`src/rtl/mdio_resp_pkg.sv`:
```
package mdio_resp_pkg;

  typedef enum logic [1:0] {ST_HUNT, ST_HDR, ST_TA, ST_DATA} frame_st_e;
  typedef enum logic [1:0] {ACT_ADDR, ACT_WRITE, ACT_READ, ACT_READ_INC} act_e;

  // Short format accepts only write (01) and read (10); extended accepts all.
  function automatic logic op_legal(input logic ext, input logic [1:0] op);
    return ext ? 1'b1 : ((op == 2'b01) || (op == 2'b10));
  endfunction

  function automatic act_e op_decode(input logic ext, input logic [1:0] op);
    if (!ext) return (op == 2'b01) ? ACT_WRITE : ACT_READ;
    case (op)
      2'b00:   return ACT_ADDR;
      2'b01:   return ACT_WRITE;
      2'b11:   return ACT_READ;
      default: return ACT_READ_INC;
    endcase
  endfunction

  function automatic logic act_is_read(input act_e a);
    return (a == ACT_READ) || (a == ACT_READ_INC);
  endfunction

  function automatic logic [15:0] addr_advance(input logic [15:0] a, input act_e act);
    return (act == ACT_READ_INC) ? 16'(a + 16'd1) : a;
  endfunction

endpackage

```
`src/rtl/mdio_edge_sync.sv`:
```
module mdio_edge_sync #(
  parameter int STAGES = 2
) (
  input  logic clk,
  input  logic rst_n,
  input  logic mdc_i,
  input  logic mdio_i,
  output logic mdc_rise,
  output logic mdio_bit
);
  logic [STAGES-1:0] mdc_sr;
  logic [STAGES-1:0] dat_sr;
  logic              mdc_prev;

  always_ff @(posedge clk or negedge rst_n) begin
    if (!rst_n) begin
      mdc_sr   <= '0;
      dat_sr   <= '1;
      mdc_prev <= 1'b0;
    end else begin
      mdc_sr   <= {mdc_sr[STAGES-2:0], mdc_i};
      dat_sr   <= {dat_sr[STAGES-2:0], mdio_i};
      mdc_prev <= mdc_sr[STAGES-1];
    end
  end

  assign mdc_rise = mdc_sr[STAGES-1] & ~mdc_prev;
  assign mdio_bit = dat_sr[STAGES-1];
endmodule

```
`src/rtl/mdio_preamble_det.sv`:
```
module mdio_preamble_det #(
  parameter int PRE_LEN = 32
) (
  input  logic clk,
  input  logic rst_n,
  input  logic hunt,
  input  logic bit_rise,
  input  logic bit_val,
  output logic start_seen
);
  localparam int CW = $clog2(PRE_LEN + 1);
  logic [CW-1:0] ones;
  logic          full;

  assign full       = (ones == CW'(PRE_LEN));
  assign start_seen = hunt & bit_rise & ~bit_val & full;

  always_ff @(posedge clk or negedge rst_n) begin
    if (!rst_n) ones <= '0;
    else if (!hunt) ones <= '0;
    else if (bit_rise) begin
      if (!bit_val) ones <= '0;
      else if (!full) ones <= ones + 1'b1;
    end
  end
endmodule

```
`src/rtl/mdio_read_shifter.sv`:
```
module mdio_read_shifter #(
  parameter int DATA_W = 16
) (
  input  logic              clk,
  input  logic              rst_n,
  input  logic              load,
  input  logic [DATA_W-1:0] load_val,
  input  logic              ta_zero,
  input  logic              shift_out,
  input  logic              release_line,
  output logic              mdio_o,
  output logic              mdio_oe
);
  logic [DATA_W-1:0] sh;

  always_ff @(posedge clk or negedge rst_n) begin
    if (!rst_n) begin
      sh      <= '0;
      mdio_o  <= 1'b0;
      mdio_oe <= 1'b0;
    end else begin
      if (load) sh <= load_val;
      if (ta_zero) begin
        mdio_oe <= 1'b1;
        mdio_o  <= 1'b0;
      end else if (shift_out) begin
        mdio_oe <= 1'b1;
        mdio_o  <= sh[DATA_W-1];
        sh      <= sh << 1;
      end else if (release_line) begin
        mdio_oe <= 1'b0;
        mdio_o  <= 1'b0;
      end
    end
  end
endmodule

```
`src/rtl/mdio_responder.sv`:
```
module mdio_responder
  import mdio_resp_pkg::*;
#(
  parameter int PRE_LEN     = 32,
  parameter int PORT_W      = 5,
  parameter int DEV_W       = 5,
  parameter int DATA_W      = 16,
  parameter int SYNC_STAGES = 2
) (
  input  logic              clk,
  input  logic              rst_n,
  input  logic              mdc_i,
  input  logic              mdio_i,
  output logic              mdio_o,
  output logic              mdio_oe,
  input  logic [PORT_W-1:0] port_addr_i,
  output logic              reg_rd_o,
  output logic              reg_wr_o,
  output logic [DATA_W-1:0] reg_addr_o,
  output logic [DATA_W-1:0] reg_wdata_o,
  input  logic [DATA_W-1:0] reg_rdata_i
);
  localparam int HDR_BITS = 1 + 2 + PORT_W + DEV_W;
  localparam int HCNT_W   = $clog2(HDR_BITS);
  localparam int DCNT_W   = $clog2(DATA_W);

  logic mdc_rise, mdio_bit, start_seen;
  frame_st_e state;
  logic [HDR_BITS-2:0] hdr_sr;
  logic [HDR_BITS-1:0] hdr_next;
  logic [HCNT_W-1:0]   hdr_cnt;
  logic [DATA_W-2:0]   data_sr;
  logic [DATA_W-1:0]   data_next;
  logic [DCNT_W-1:0]   dat_cnt;
  logic                ta_cnt;
  act_e                act_q;
  logic [DATA_W-1:0]   addr_q;

  mdio_edge_sync #(.STAGES(SYNC_STAGES)) u_sync (
    .clk(clk), .rst_n(rst_n), .mdc_i(mdc_i), .mdio_i(mdio_i),
    .mdc_rise(mdc_rise), .mdio_bit(mdio_bit));

  mdio_preamble_det #(.PRE_LEN(PRE_LEN)) u_pre (
    .clk(clk), .rst_n(rst_n), .hunt(state == ST_HUNT), .bit_rise(mdc_rise),
    .bit_val(mdio_bit), .start_seen(start_seen));

  // Header decode on the bit that completes it
  logic              hdr_last, hdr_done, hdr_ext, hdr_match, hdr_ok, inc_fire;
  logic [1:0]        hdr_op;
  act_e              hdr_act;
  logic [DATA_W-1:0] short_addr;

  assign hdr_next   = {hdr_sr, mdio_bit};
  assign hdr_last   = (hdr_cnt == HCNT_W'(HDR_BITS - 1));
  assign hdr_done   = mdc_rise && (state == ST_HDR) && hdr_last;
  assign hdr_ext    = ~hdr_next[HDR_BITS-1];
  assign hdr_op     = hdr_next[HDR_BITS-2 -: 2];
  assign hdr_match  = (hdr_next[DEV_W +: PORT_W] == port_addr_i);
  assign hdr_ok     = op_legal(hdr_ext, hdr_op) && hdr_match;
  assign hdr_act    = op_decode(hdr_ext, hdr_op);
  assign short_addr = {{(DATA_W-DEV_W){1'b0}}, hdr_next[DEV_W-1:0]};
  assign inc_fire   = hdr_done && hdr_ok && hdr_ext && (hdr_act == ACT_READ_INC);

  // Data field events
  logic dat_last, data_done, addr_load, rd_act;
  assign data_next = {data_sr, mdio_bit};
  assign dat_last  = (dat_cnt == DCNT_W'(DATA_W - 1));
  assign data_done = mdc_rise && (state == ST_DATA) && dat_last;
  assign addr_load = data_done && (act_q == ACT_ADDR);
  assign rd_act    = act_is_read(act_q);

  always_ff @(posedge clk or negedge rst_n) begin
    if (!rst_n) begin
      state       <= ST_HUNT;
      hdr_sr      <= '0;
      hdr_cnt     <= '0;
      data_sr     <= '0;
      dat_cnt     <= '0;
      ta_cnt      <= 1'b0;
      act_q       <= ACT_ADDR;
      addr_q      <= '0;
      reg_rd_o    <= 1'b0;
      reg_wr_o    <= 1'b0;
      reg_addr_o  <= '0;
      reg_wdata_o <= '0;
    end else begin
      reg_rd_o <= 1'b0;
      reg_wr_o <= 1'b0;
      if (mdc_rise) begin
        unique case (state)
          ST_HUNT: if (start_seen) begin
            state   <= ST_HDR;
            hdr_cnt <= '0;
          end
          ST_HDR: begin
            hdr_sr  <= hdr_next[HDR_BITS-2:0];
            hdr_cnt <= hdr_cnt + 1'b1;
            if (hdr_last) begin
              if (!hdr_ok) state <= ST_HUNT;
              else begin
                state  <= ST_TA;
                ta_cnt <= 1'b0;
                act_q  <= hdr_act;
                if (hdr_act != ACT_ADDR) reg_addr_o <= hdr_ext ? addr_q : short_addr;
                if (act_is_read(hdr_act)) reg_rd_o <= 1'b1;
                if (hdr_ext) addr_q <= addr_advance(addr_q, hdr_act);
              end
            end
          end
          ST_TA: begin
            if (ta_cnt) begin
              state   <= ST_DATA;
              dat_cnt <= '0;
            end else ta_cnt <= 1'b1;
          end
          ST_DATA: begin
            data_sr <= data_next[DATA_W-2:0];
            dat_cnt <= dat_cnt + 1'b1;
            if (dat_last) begin
              state <= ST_HUNT;
              if (act_q == ACT_WRITE) begin
                reg_wr_o    <= 1'b1;
                reg_wdata_o <= data_next;
              end
            end
          end
        endcase
      end
      if (addr_load) addr_q <= data_next;
    end
  end

  // Line drive controls for reads
  logic ta_zero, shift_out, release_line;
  assign ta_zero      = mdc_rise && rd_act && (state == ST_TA) && !ta_cnt;
  assign shift_out    = mdc_rise && rd_act &&
                        (((state == ST_TA) && ta_cnt) || ((state == ST_DATA) && !dat_last));
  assign release_line = data_done && rd_act;

  mdio_read_shifter #(.DATA_W(DATA_W)) u_shift (
    .clk(clk), .rst_n(rst_n), .load(reg_rd_o), .load_val(reg_rdata_i),
    .ta_zero(ta_zero), .shift_out(shift_out), .release_line(release_line),
    .mdio_o(mdio_o), .mdio_oe(mdio_oe));
endmodule

```
`config.mk`:
```
export PLATFORM = sky130hd
export DESIGN_NAME = mdio_responder
export DESIGN_NICKNAME = d
export VERILOG_FILES = /design/src/rtl/mdio_resp_pkg.sv /design/src/rtl/mdio_edge_sync.sv /design/src/rtl/mdio_preamble_det.sv /design/src/rtl/mdio_read_shifter.sv /design/src/rtl/mdio_responder.sv
export SDC_FILE = /design/constraint.sdc
export NUM_CORES = 1
export LEC_CHECK = 0
export ABC_CLOCK_PERIOD_IN_PS = 3400
export BUFFER_PORTS_ARGS = -buffer_cell sky130_fd_sc_hd__buf_2
export CAP_MARGIN = 20
export CORE_MARGIN = 2
export CORE_UTILIZATION = 35
export DETAILED_ROUTE_END_ITERATION = 8
export PLACE_DENSITY = 0.56
export RECOVER_POWER = 100
export SYNTH_ARGS = -nofsm -noshare
export SYNTH_HDL_FRONTEND = slang
export SYNTH_HIERARCHICAL = 1
export SYNTH_SLANG_ARGS = --single-unit
```
`constraint.sdc`:
```
create_clock -name clk -period 3.4 [get_ports clk]
set_clock_uncertainty 0.2 [all_clocks]
set_input_delay 0.17 -clock clk [delete_from_list [all_inputs] [get_ports clk]]
set_output_delay 0.17 -clock clk [all_outputs]
set_load 0.02 [all_outputs]
```
==> impl_metrics.csv, run 1 <==
group,metric,value,unit
finish,drive_gt1_frac,0.280,
pwr,internal-power,3.14,mW
clocking,post_cts_resized,0,
synthesis,synth_area,0.00595,mm²
clocking,cts_max_path_buffers,2,
finish,nFillCells,1593,
synthesis,synth_edf_count,0,
synthesis,mappedNetlistNets,501,
synthesis,yosysSeqAreaShare,0.501,
worst_setup_path,crit_fanout,16,
worst_setup_path,startpoint_type,"register",
worst_setup_path,crit_path_max_incr_delay,670,ps
drt,vias,3768,
synthesis,yosys-top-cells-count,"dfrtp_1 (117), mux2_2 (65), nand2_1 (43)",
worst_setup_path,required,3480,ps
clocking,cts_root_buf,"clkbuf_16",
pwr,vdd_drop_max,0.386,mV
drt,drtIter0Drc,257,
worst_setup_path,cp-end-kind,"register",
synthesis,yosysWarnings,6,
synthesis,synth_top_area_frac,0.492,
worst_setup_path,cp_num_buf_inv,1,
worst_setup_path,crit_family,"simple AND/OR/NAND/NOR gates",
synthesis,syn_avg_cell_area,12.8,µm²
clocking,cts_buffers,17,
synthesis,async_flop_share,1.00,
worst_setup_path,path_cells,"nor2b_4 > nand2_1 > nor4_1 > nand2b_1 > clkbuf_1 > mux2_2",
drt,drtAntennaViolNets,0,
run,drv_cap,1,
die,rows,47,
pwr,p_clk_frac,0.455,
worst_setup_path,slowest_stage,"clkbuf_1",
clocking,cts_tree,"yes",
pwr,power.share.switching,0.250,
finish,diodes,0,
finish,nets,581,
timing,fin_crit_sh,0.848,
die,io_pins,61,
timing,maxSlewHeadroom,-0.0461,
pwr,powerDensity,591,mW/mm²
timing,hold_violations,0,
drt,drc,0,
clocking,cts_max_level,4,
global_routing,grt_pass1_wl,19700,µm
pwr,p_leak,3.16,nW
die,die_width,134,µm
die,coreArea,0.0166,mm²
synthesis,yosysMostFrequentCell,"dfrtp_1",
timing,totalNegativeSetupSlack,0,ps
global_routing,grt_max_degree,63,
timing,rsz0062_at_grt,"false",
outcome,outcome,"complete, but fails checks",
timing,final_max_slew_viol_count,63,
place,placed_area,0.00642,mm²
clocking,cts_num_sinks,119,
die,die_area,0.0181,mm²
synthesis,synth_flop_cell,"dfrtp_1",
global_routing,antenna_found_initial,0,
timing,worst_pin_slew,1570,ps
synthesis,synth_top_area_cell,"dfrtp_1",
drt,wirelength,11500,µm
timing,finalSetupViolCount,0,
outcome,violations,"max-capacitance violations, max-slew violations",
timing,fmax,347,MHz
place,dp_hpwl,7890,µm
synthesis,synth.area.top_cells,"dfrtp_1 (49%), mux2_2 (12%), mux2_4 (7.1%), xnor2_1 (2.9%), nand2_1 (2.7%)",
pwr,pwr-share-seq,0.414,
clocking,path_clk_slew,50,ps
synthesis,synthDistinctLibCells,63,
finish,final_cell_area,0.00708,mm²
drt,avgViaCountPerCell,4.84,
pwr,pwr-share-comb,0.131,
clocking,clock_latency,410,ps
global_routing,grt_overflow,0,
drt,avgRoutedWirePerCell,14.8,µm
global_routing,grt_usage,0.138,
worst_setup_path,worstPathArrival,2970,ps
synthesis,ys_ff_latch,119,
die,initial_core_util,0.359,
timing,period_minus_slack,2880,ps
synthesis,netlist_instances,466,
pwr,switching_power,1.05,mW
worst_hold_path,hp-class,"reg -> reg",
place,place_congestion,0.784,
die,die_h,134,µm
worst_setup_path,worstSetupPathType,"reg -> reg",
place,port_buffers,60,
global_routing,grt_pass1_vias,3914,
finish,area_delta_synth_final,18.9,%
drt,firstDrtPassIters,4,
## layout make-up
cell class / instances / area [µm²] / share of cell area
Clock buffer: 22 / 454 / 0.0641
Clock inverter: 9 / 174 / 0.0246
Inverter: 13 / 48.8 / 0.00689
Multi-Input combinational cell: 311 / 2680 / 0.378
Sequential cell: 119 / 2980 / 0.421
Tap cell: 220 / 275 / 0.0389
Timing Repair Buffer: 84 / 473 / 0.0668
## cells by family (layout without fill, tap and decap cells)
group / Yosys count / in the layout / synth area share
and+or+nand+nor: 128 / 128 / 0.139
DFF: 119 / 119 / 0.501
muxes: 100 / 100 / 0.208
AOI/OAI and AO/OA: 51 / 51 / 0.0622
buffers and inverters: 36 / 128 / 0.0355
xor gates and xnor gates: 22 / 22 / 0.0336
adders and majority gates: 10 / 10 / 0.0210
## registers in the layout, summed over array words and instances, names as in the netlist, named ones only
signal and cells:
addr_q 16, reg_addr_o 16, reg_wdata_o 16, u_shift/sh 16
data_sr 15, hdr_sr 12, u_pre/ones 6, dat_cnt 4
hdr_cnt 4, act_q 2, u_sync/dat_sr 2, u_sync/mdc_sr 2
reg_rd_o 1, reg_wr_o 1, state 1, ta_cnt 1
u_shift/mdio_o 1, u_shift/mdio_oe 1, u_sync/mdc_prev 1
## per-layer routing
metal	share of wire	up-vias	global-route usage
met4	0.015	0	0.0550
met5	0	-	0
met3	0.033	11	0.0412
li1	-	1837	-
met1	0.51	1858	0.194
met2	0.44	62	0.198
## placed cells by master, fill, tap and decap left out, types with 5 or more instances in the layout
master / instances
nor4_2: 6
clkbuf_16: 17
nor2_1: 6
dlygate4sd3_1: 19
nand3_1: 9
buf_2: 23
o21ai_0: 26
and4_1: 5
nor4_1: 7
nand2_1: 43
xnor2_1: 20
mux2_4: 11
mux2_1: 20
dfrtp_1: 117
nor3_1: 7
bufinv_16: 5
ha_1: 10
mux2_2: 65
inv_1: 13
clkbuf_1: 42
nand4_1: 5
nor2b_1: 15
## final timing paths
check / from / endpoint / slack [ps] / cells after the start
worst min-delay path: u_sync/mdc_sr[0] / u_sync/mdc_sr[1] / 150 / 0
max in group asynchronous: rst_n / data_sr[7] / 870 / 3
worst max register to register: u_sync/mdc_prev / u_shift/sh[2] / 520 / 6
worst min register to register: u_sync/mdc_sr[0] / u_sync/mdc_sr[1] / 150 / 0
min in group asynchronous: rst_n / u_sync/mdc_sr[0] / 500 / 2
worst max-delay path: u_sync/mdc_prev / u_shift/sh[2] / 520 / 6
## worst reg2reg max path: stages, from the launching register on
cell	delay (ps)
dfrtp_1	390
nor2b_4	320
nand2_1	180
nor4_1	420
nand2b_1	170
clkbuf_1	670
mux2_2	420
## per-stage QoR
stage	total power, mW	instances	hold WS [ps]	setup slack (ps)	utilization
6_report	4.19	778	150	517	0.427
3_5_place_dp	2.31	728	76.2	735	0.387
5_1_grt	4.39	778	158	279	0.427
3_3_place_gp	2.29	728	77.0	831	0.387
2_1_floorplan	2.16	466	-326	1120	-
4_1_cts	4.26	778	151	721	0.436
## power by group through the flow
stage	combinational (mW)	sequential [mW]	clock [mW]
after global routing	0.612	1.77	2.02
final	0.547	1.73	1.91
after detailed placement	0.544	1.76	0
after floorplan	0.495	1.66	0
after global placement	0.531	1.76	0
after CTS	0.563	1.74	1.96
## what timing repair did
item	CTS	global route
hold endpoints to repair	79	0
setup buffers	0	0
hold buffers	19	0
Power figures use the tool's default switching activity.
==> run 2, diff against run 1 <==
Settings changed: ABC_CLOCK_PERIOD_IN_PS 3400 to 2600, PLACE_DENSITY 0.56 to 0.58.
Clock period 3.4 ns to 2.6 ns, I/O delays scaled along.
==> impl_metrics.csv, run 2 (same netlist as run 1, synthesis figures left out) <==
group,metric,value,unit
clocking,path_clk_slew,60,ps
worst_hold_path,hp-class,"in -> reg",
drt,drtAntennaViolNets,0,
timing,worst_pin_slew,1610,ps
timing,totalNegativeSetupSlack,0,ps
worst_setup_path,slowest_stage,"dfrtp_1",
pwr,power.share.switching,0.261,
pwr,pwr-share-seq,0.417,
worst_setup_path,crit_path_start,"dat_cnt[0]",
pwr,power.total,5.35,mW
worst_setup_path,worstReg2RegEnd,"reg_wdata_o[11]",
global_routing,grt_overflow,0,
die,die_h,134,µm
die,initial_core_util,0.359,
global_routing,grt_pass1_vias,3947,
worst_setup_path,reg2reg_depth,6,
clocking,cts_root_buf,"clkbuf_16",
pwr,internal-power,3.95,mW
worst_setup_path,cp-end-kind,"register",
clocking,hold_buffers,20,
place,place_ws,222,ps
clocking,cts_max_level,4,
outcome,violations,"max-capacitance violations, max-slew violations",
clocking,cts_num_sinks,119,
finish,drive_gt1_frac,0.285,
global_routing,antenna_found_initial,0,
clocking,clock_latency,420,ps
finish,diodes,0,
drt,vias,3828,
finish,post-route-util,0.429,
die,rows,47,
place,port_buffers,60,
timing,rsz0062_at_grt,"false",
timing,fmax,412,MHz
outcome,outcome,"complete, but fails checks",
worst_setup_path,worstSetupPathType,"reg -> reg",
clocking,cts_buffers,17,
pwr,switching_power,1.39,mW
timing,setup_slack,175,ps
timing,maxSlewHeadroom,-0.0729,
drt,firstDrtPassIters,4,
pwr,p_clk_frac,0.439,
global_routing,grt_pass1_wl,19600,µm
worst_setup_path,regToRegSetupSlack,180,ps
finish,nets,594,
pwr,vdd_drop_max,0.512,mV
pwr,pwr-share-comb,0.144,
place,place_congestion,0.857,
timing,finalSetupViolCount,0,
drt,wirelength,11500,µm
die,die_width,134,µm
drt,drtIter0Drc,187,
worst_setup_path,worstReg2RegStart,"dat_cnt[0]",
global_routing,grt_usage,0.139,
worst_setup_path,crit_fanout,16,
worst_setup_path,worstPathArrival,2520,ps
timing,period_minus_slack,2420,ps
clocking,cts_setup_buffers,0,
worst_setup_path,path_cells,"ha_1 > and3_1 > nand4_1 > nor3b_4 > buf_2 > mux2_2",
pwr,p_leak,3.18,nW
drt,avgViaCountPerCell,4.84,
clocking,cts_tree,"yes",
die,die_area,0.0181,mm²
drt,drc,0,
place,dp_hpwl,7780,µm
die,io_pins,61,
die,coreArea,0.0166,mm²
worst_setup_path,required,2700,ps
finish,final_common_cell,"dfrtp_1",
clocking,cts_max_path_buffers,2,
worst_setup_path,startpoint_type,"register",
pwr,powerDensity,753,mW/mm²
finish,nFillCells,1588,
finish,final_cell_mix,"dfrtp_1 (117), mux2_2 (65), nand2_1 (43)",
timing,fin_crit_sh,0.933,
clocking,post_cts_resized,0,
finish,area_delta_synth_final,19.4,%
worst_setup_path,crit_path_max_incr_delay,380,ps
timing,final_max_slew_viol_count,120,
global_routing,grt_max_degree,120,
run,drv_cap,1,
worst_setup_path,crit_end,"reg_wdata_o[11]",
timing,hold_violations,0,
drt,avgRoutedWirePerCell,14.6,µm
==> run 2: cell count changes in the layout (fill, tap and decap cells not counted), moves of 3 or more <==
cell,before,now
nor4_1,7,11
o21ai_0,26,22
buf_4,1,11
nor4_2,6,3
o21ai_1,0,4
==> run 2: critical path, delay by kind of cell (launching register included) <==
family,cells,cell delay [ps]
buf+inv,1,380
mux,1,380
flops,1,380
simple gates,3,760
fa+ha+maj,1,190
==> run 2: area by class of cell <==
class | count | area [µm²] | area share
clock inverter | 9 | 125 | 0.0176
clock buffer | 22 | 464 | 0.0653
multi-input combinational | 311 | 2640 | 0.372
tap | 220 | 275 | 0.0387
timing repair buffer | 97 | 571 | 0.0803
inverter | 13 | 48.8 | 0.00687
sequential | 119 | 2980 | 0.419
==> run 2: worst min-delay path by stage <==
stage / from / end / slack, ps / cells after the start
3_3_place_gp: mdio_i / u_sync/dat_sr[0] / 40 / 1
2_1_floorplan: rst_n / asynchronous set/reset pin / -370 / 0
5_1_grt: mdc_i / u_sync/mdc_sr[0] / 130 / 2
6_report: port_addr_i[3] / reg_rd_o / 140 / 5
3_5_place_dp: mdio_i / u_sync/dat_sr[0] / 40 / 1
4_1_cts: mdc_i / u_sync/mdc_sr[0] / 130 / 2
==> run 2: stage by stage <==
stage	instances	area (µm²)	hold WS, ps
after floorplan	466	5950	-366
after global placement	740	6520	38.8
after detailed placement	740	6520	37.9
after CTS	791	7310	129
after global routing	791	7110	134
final	791	7110	139
==> run 2: power groups by stage <==
stage | clock, mW | sequential (mW) | combinational (mW)
final | 2.35 | 2.23 | 0.772
after detailed placement | 0 | 2.26 | 0.781
after global routing | 2.50 | 2.26 | 0.869
after floorplan | 0 | 2.18 | 0.647
after CTS | 2.41 | 2.23 | 0.812
after global placement | 0 | 2.25 | 0.761
==> run 2: metal layers <==
layer / GRT usage / wire length (µm)
met2: 0.198 / 5010
met1: 0.187 / 5740
met4: 0.0684 / 263
met3: 0.0514 / 518
met5: 0 / 0
==> run 3, diff against run 2 <==
==> constraint.sdc (replaced) <==
create_clock -name clk -period 2.6 [get_ports clk]
set_clock_uncertainty 0.2 [all_clocks]
set_input_delay 0.39 -clock clk [delete_from_list [all_inputs] [get_ports clk]]
set_output_delay 0.39 -clock clk [all_outputs]
set_load 0.02 [all_outputs]
==> impl_metrics.csv, run 3 (same netlist as run 1, synthesis figures left out) <==
group,metric,value,unit
clocking,clock_latency,420,ps
finish,diodes,0,
worst_hold_path,worst_hold_path.endpoint,"u_shift/sh[6]",
worst_hold_path,hp-class,"in -> reg",
drt,avgViaCountPerCell,4.91,
timing,final_max_slew_viol_count,0,
pwr,power.share.switching,0.273,
pwr,pwr-share-seq,0.413,
timing,fin_crit_sh,0.926,
clocking,path_clk_slew,60,ps
drt,drc,0,
finish,area_delta_synth_final,18.3,%
drt,drtIter0Drc,193,
pwr,internal-power,3.93,mW
clocking,cts_max_path_buffers,2,
global_routing,antenna_found_initial,0,
worst_setup_path,worstReg2RegEnd,"reg_addr_o[13]",
global_routing,grt_max_degree,53,
worst_hold_path,min_from,"reg_rdata_i[6]",
timing,finalSetupViolCount,0,
drt,firstDrtPassIters,4,
worst_setup_path,cp_num_buf_inv,1,
timing,fin_hold_ws,114,ps
finish,final_cell_mix,"dfrtp_1 (117), mux2_2 (65), nand2_1 (43)",
drt,drtAntennaViolNets,0,
die,die_h,134,µm
worst_hold_path,min_path_cells,3,
place,dp_hpwl,8310,µm
drt,wirelength,11800,µm
finish,drive_gt1_frac,0.323,
worst_setup_path,path_cells,"inv_1 > ha_1 > nand2_1 > nand4b_4 > nor3_2 > o211ai_4 > mux2_4",
die,coreArea,0.0166,mm²
outcome,outcome,"completed",
place,place_ws,229,ps
timing,setup_slack,191,ps
pwr,p_clk_frac,0.448,
worst_setup_path,worstReg2RegStart,"hdr_sr[9]",
worst_setup_path,regToRegSetupSlack,190,ps
global_routing,grt_overflow,0,
timing,fmax,415,MHz
timing,worst_pin_slew,1150,ps
clocking,cts_max_level,4,
worst_setup_path,worstSetupPathType,"reg -> reg",
timing,totalNegativeSetupSlack,0,ps
finish,final_common_cell,"dfrtp_1",
die,rows,47,
worst_setup_path,worstPathArrival,2500,ps
worst_setup_path,crit_path_max_incr_delay,450,ps
drt,vias,3819,
pwr,powerDensity,767,mW/mm²
die,initial_core_util,0.359,
worst_setup_path,slowest_stage,"dfrtp_1",
pwr,p_leak,3.16,nW
place,place_congestion,0.768,
die,die_area,0.0181,mm²
global_routing,grt_pass1_wl,20300,µm
timing,rsz0062_at_grt,"false",
worst_setup_path,crit_fanout,16,
timing,period_minus_slack,2410,ps
pwr,switching_power,1.47,mW
die,io_pins,61,
worst_setup_path,startpoint_type,"register",
clocking,cts_num_sinks,119,
global_routing,grt_usage,0.142,
global_routing,grt_pass1_vias,4012,
run,drv_cap,0,
worst_setup_path,cp-end-kind,"register",
worst_setup_path,crit_family,"simple AND/OR/NAND/NOR gates",
timing,hold_violations,0,
pwr,vdd_drop_max,0.456,mV
die,die_width,134,µm
worst_setup_path,reg2reg_depth,7,
worst_setup_path,required,2700,ps
drt,avgRoutedWirePerCell,15.2,µm
clocking,cts_buffers,17,
finish,nets,580,
place,port_buffers,60,
clocking,cts_root_buf,"clkbuf_16",
timing,maxSlewHeadroom,0.233,
pwr,pwr-share-comb,0.139,
clocking,cts_tree,"yes",
## run 3: worst max-delay path by stage
stage / startpoint / end / cells past startpoint
detailed placement: hdr_sr[9] / reg_addr_o[11] / 7
global placement: hdr_sr[9] / reg_addr_o[15] / 7
floorplan: u_sync/mdc_prev / u_shift/sh[10] / 8
global route: hdr_sr[9] / reg_addr_o[15] / 7
finish: hdr_sr[9] / reg_addr_o[13] / 7
CTS: hdr_sr[9] / reg_addr_o[0] / 6
## run 3: through the flow
stage | std cells | util | area [µm²] | power (mW)
6_report | 778 | 0.425 | 7050 | 5.40
5_1_grt | 778 | 0.425 | 7050 | 5.69
4_1_cts | 778 | 0.434 | 7190 | 5.51
3_5_place_dp | 743 | 0.395 | 6550 | 3.04
3_3_place_gp | 743 | 0.395 | 6550 | 3.00
2_1_floorplan | 466 | - | 5950 | 2.82
## run 3: layer usage
metal  part of all wire  global-route usage  vias to the layer above
li1                   -                   -                     1831
met1               0.48               0.192                     1903
met2               0.46               0.213                       72
met3              0.050              0.0412                       13
met4              0.013              0.0649                        0
met5                  0                   0                        -
## run 3: layout make-up
class,instances,area [µm²]
fill,1595,9540
sequential,119,2980
multi-input combinational,311,2680
timing repair buffer,83,445
clock buffer,18,439
tap,220,275
clock inverter,14,175
inverter,13,48.8
## run 3: tightest hold or removal path, stage by stage
cell and delay (ps):
buf_2 70, mux2_4 120, mux2_1 110
## run 3: power by group through the flow
stage / combinational, mW / clock, mW / sequential [mW]
floorplan: 0.647 / 0 / 2.18
global placement: 0.744 / 0 / 2.26
detailed placement: 0.777 / 0 / 2.27
CTS: 0.788 / 2.49 / 2.24
global route: 0.845 / 2.57 / 2.27
finish: 0.750 / 2.42 / 2.23
## run 3: timing repair
action	in CTS	in global routing
endpoints found under the hold margin	27	0
buffers inserted	0	0
hold buffers	3	0
setup endpoints to repair	0	0
gates resized for setup	0	0
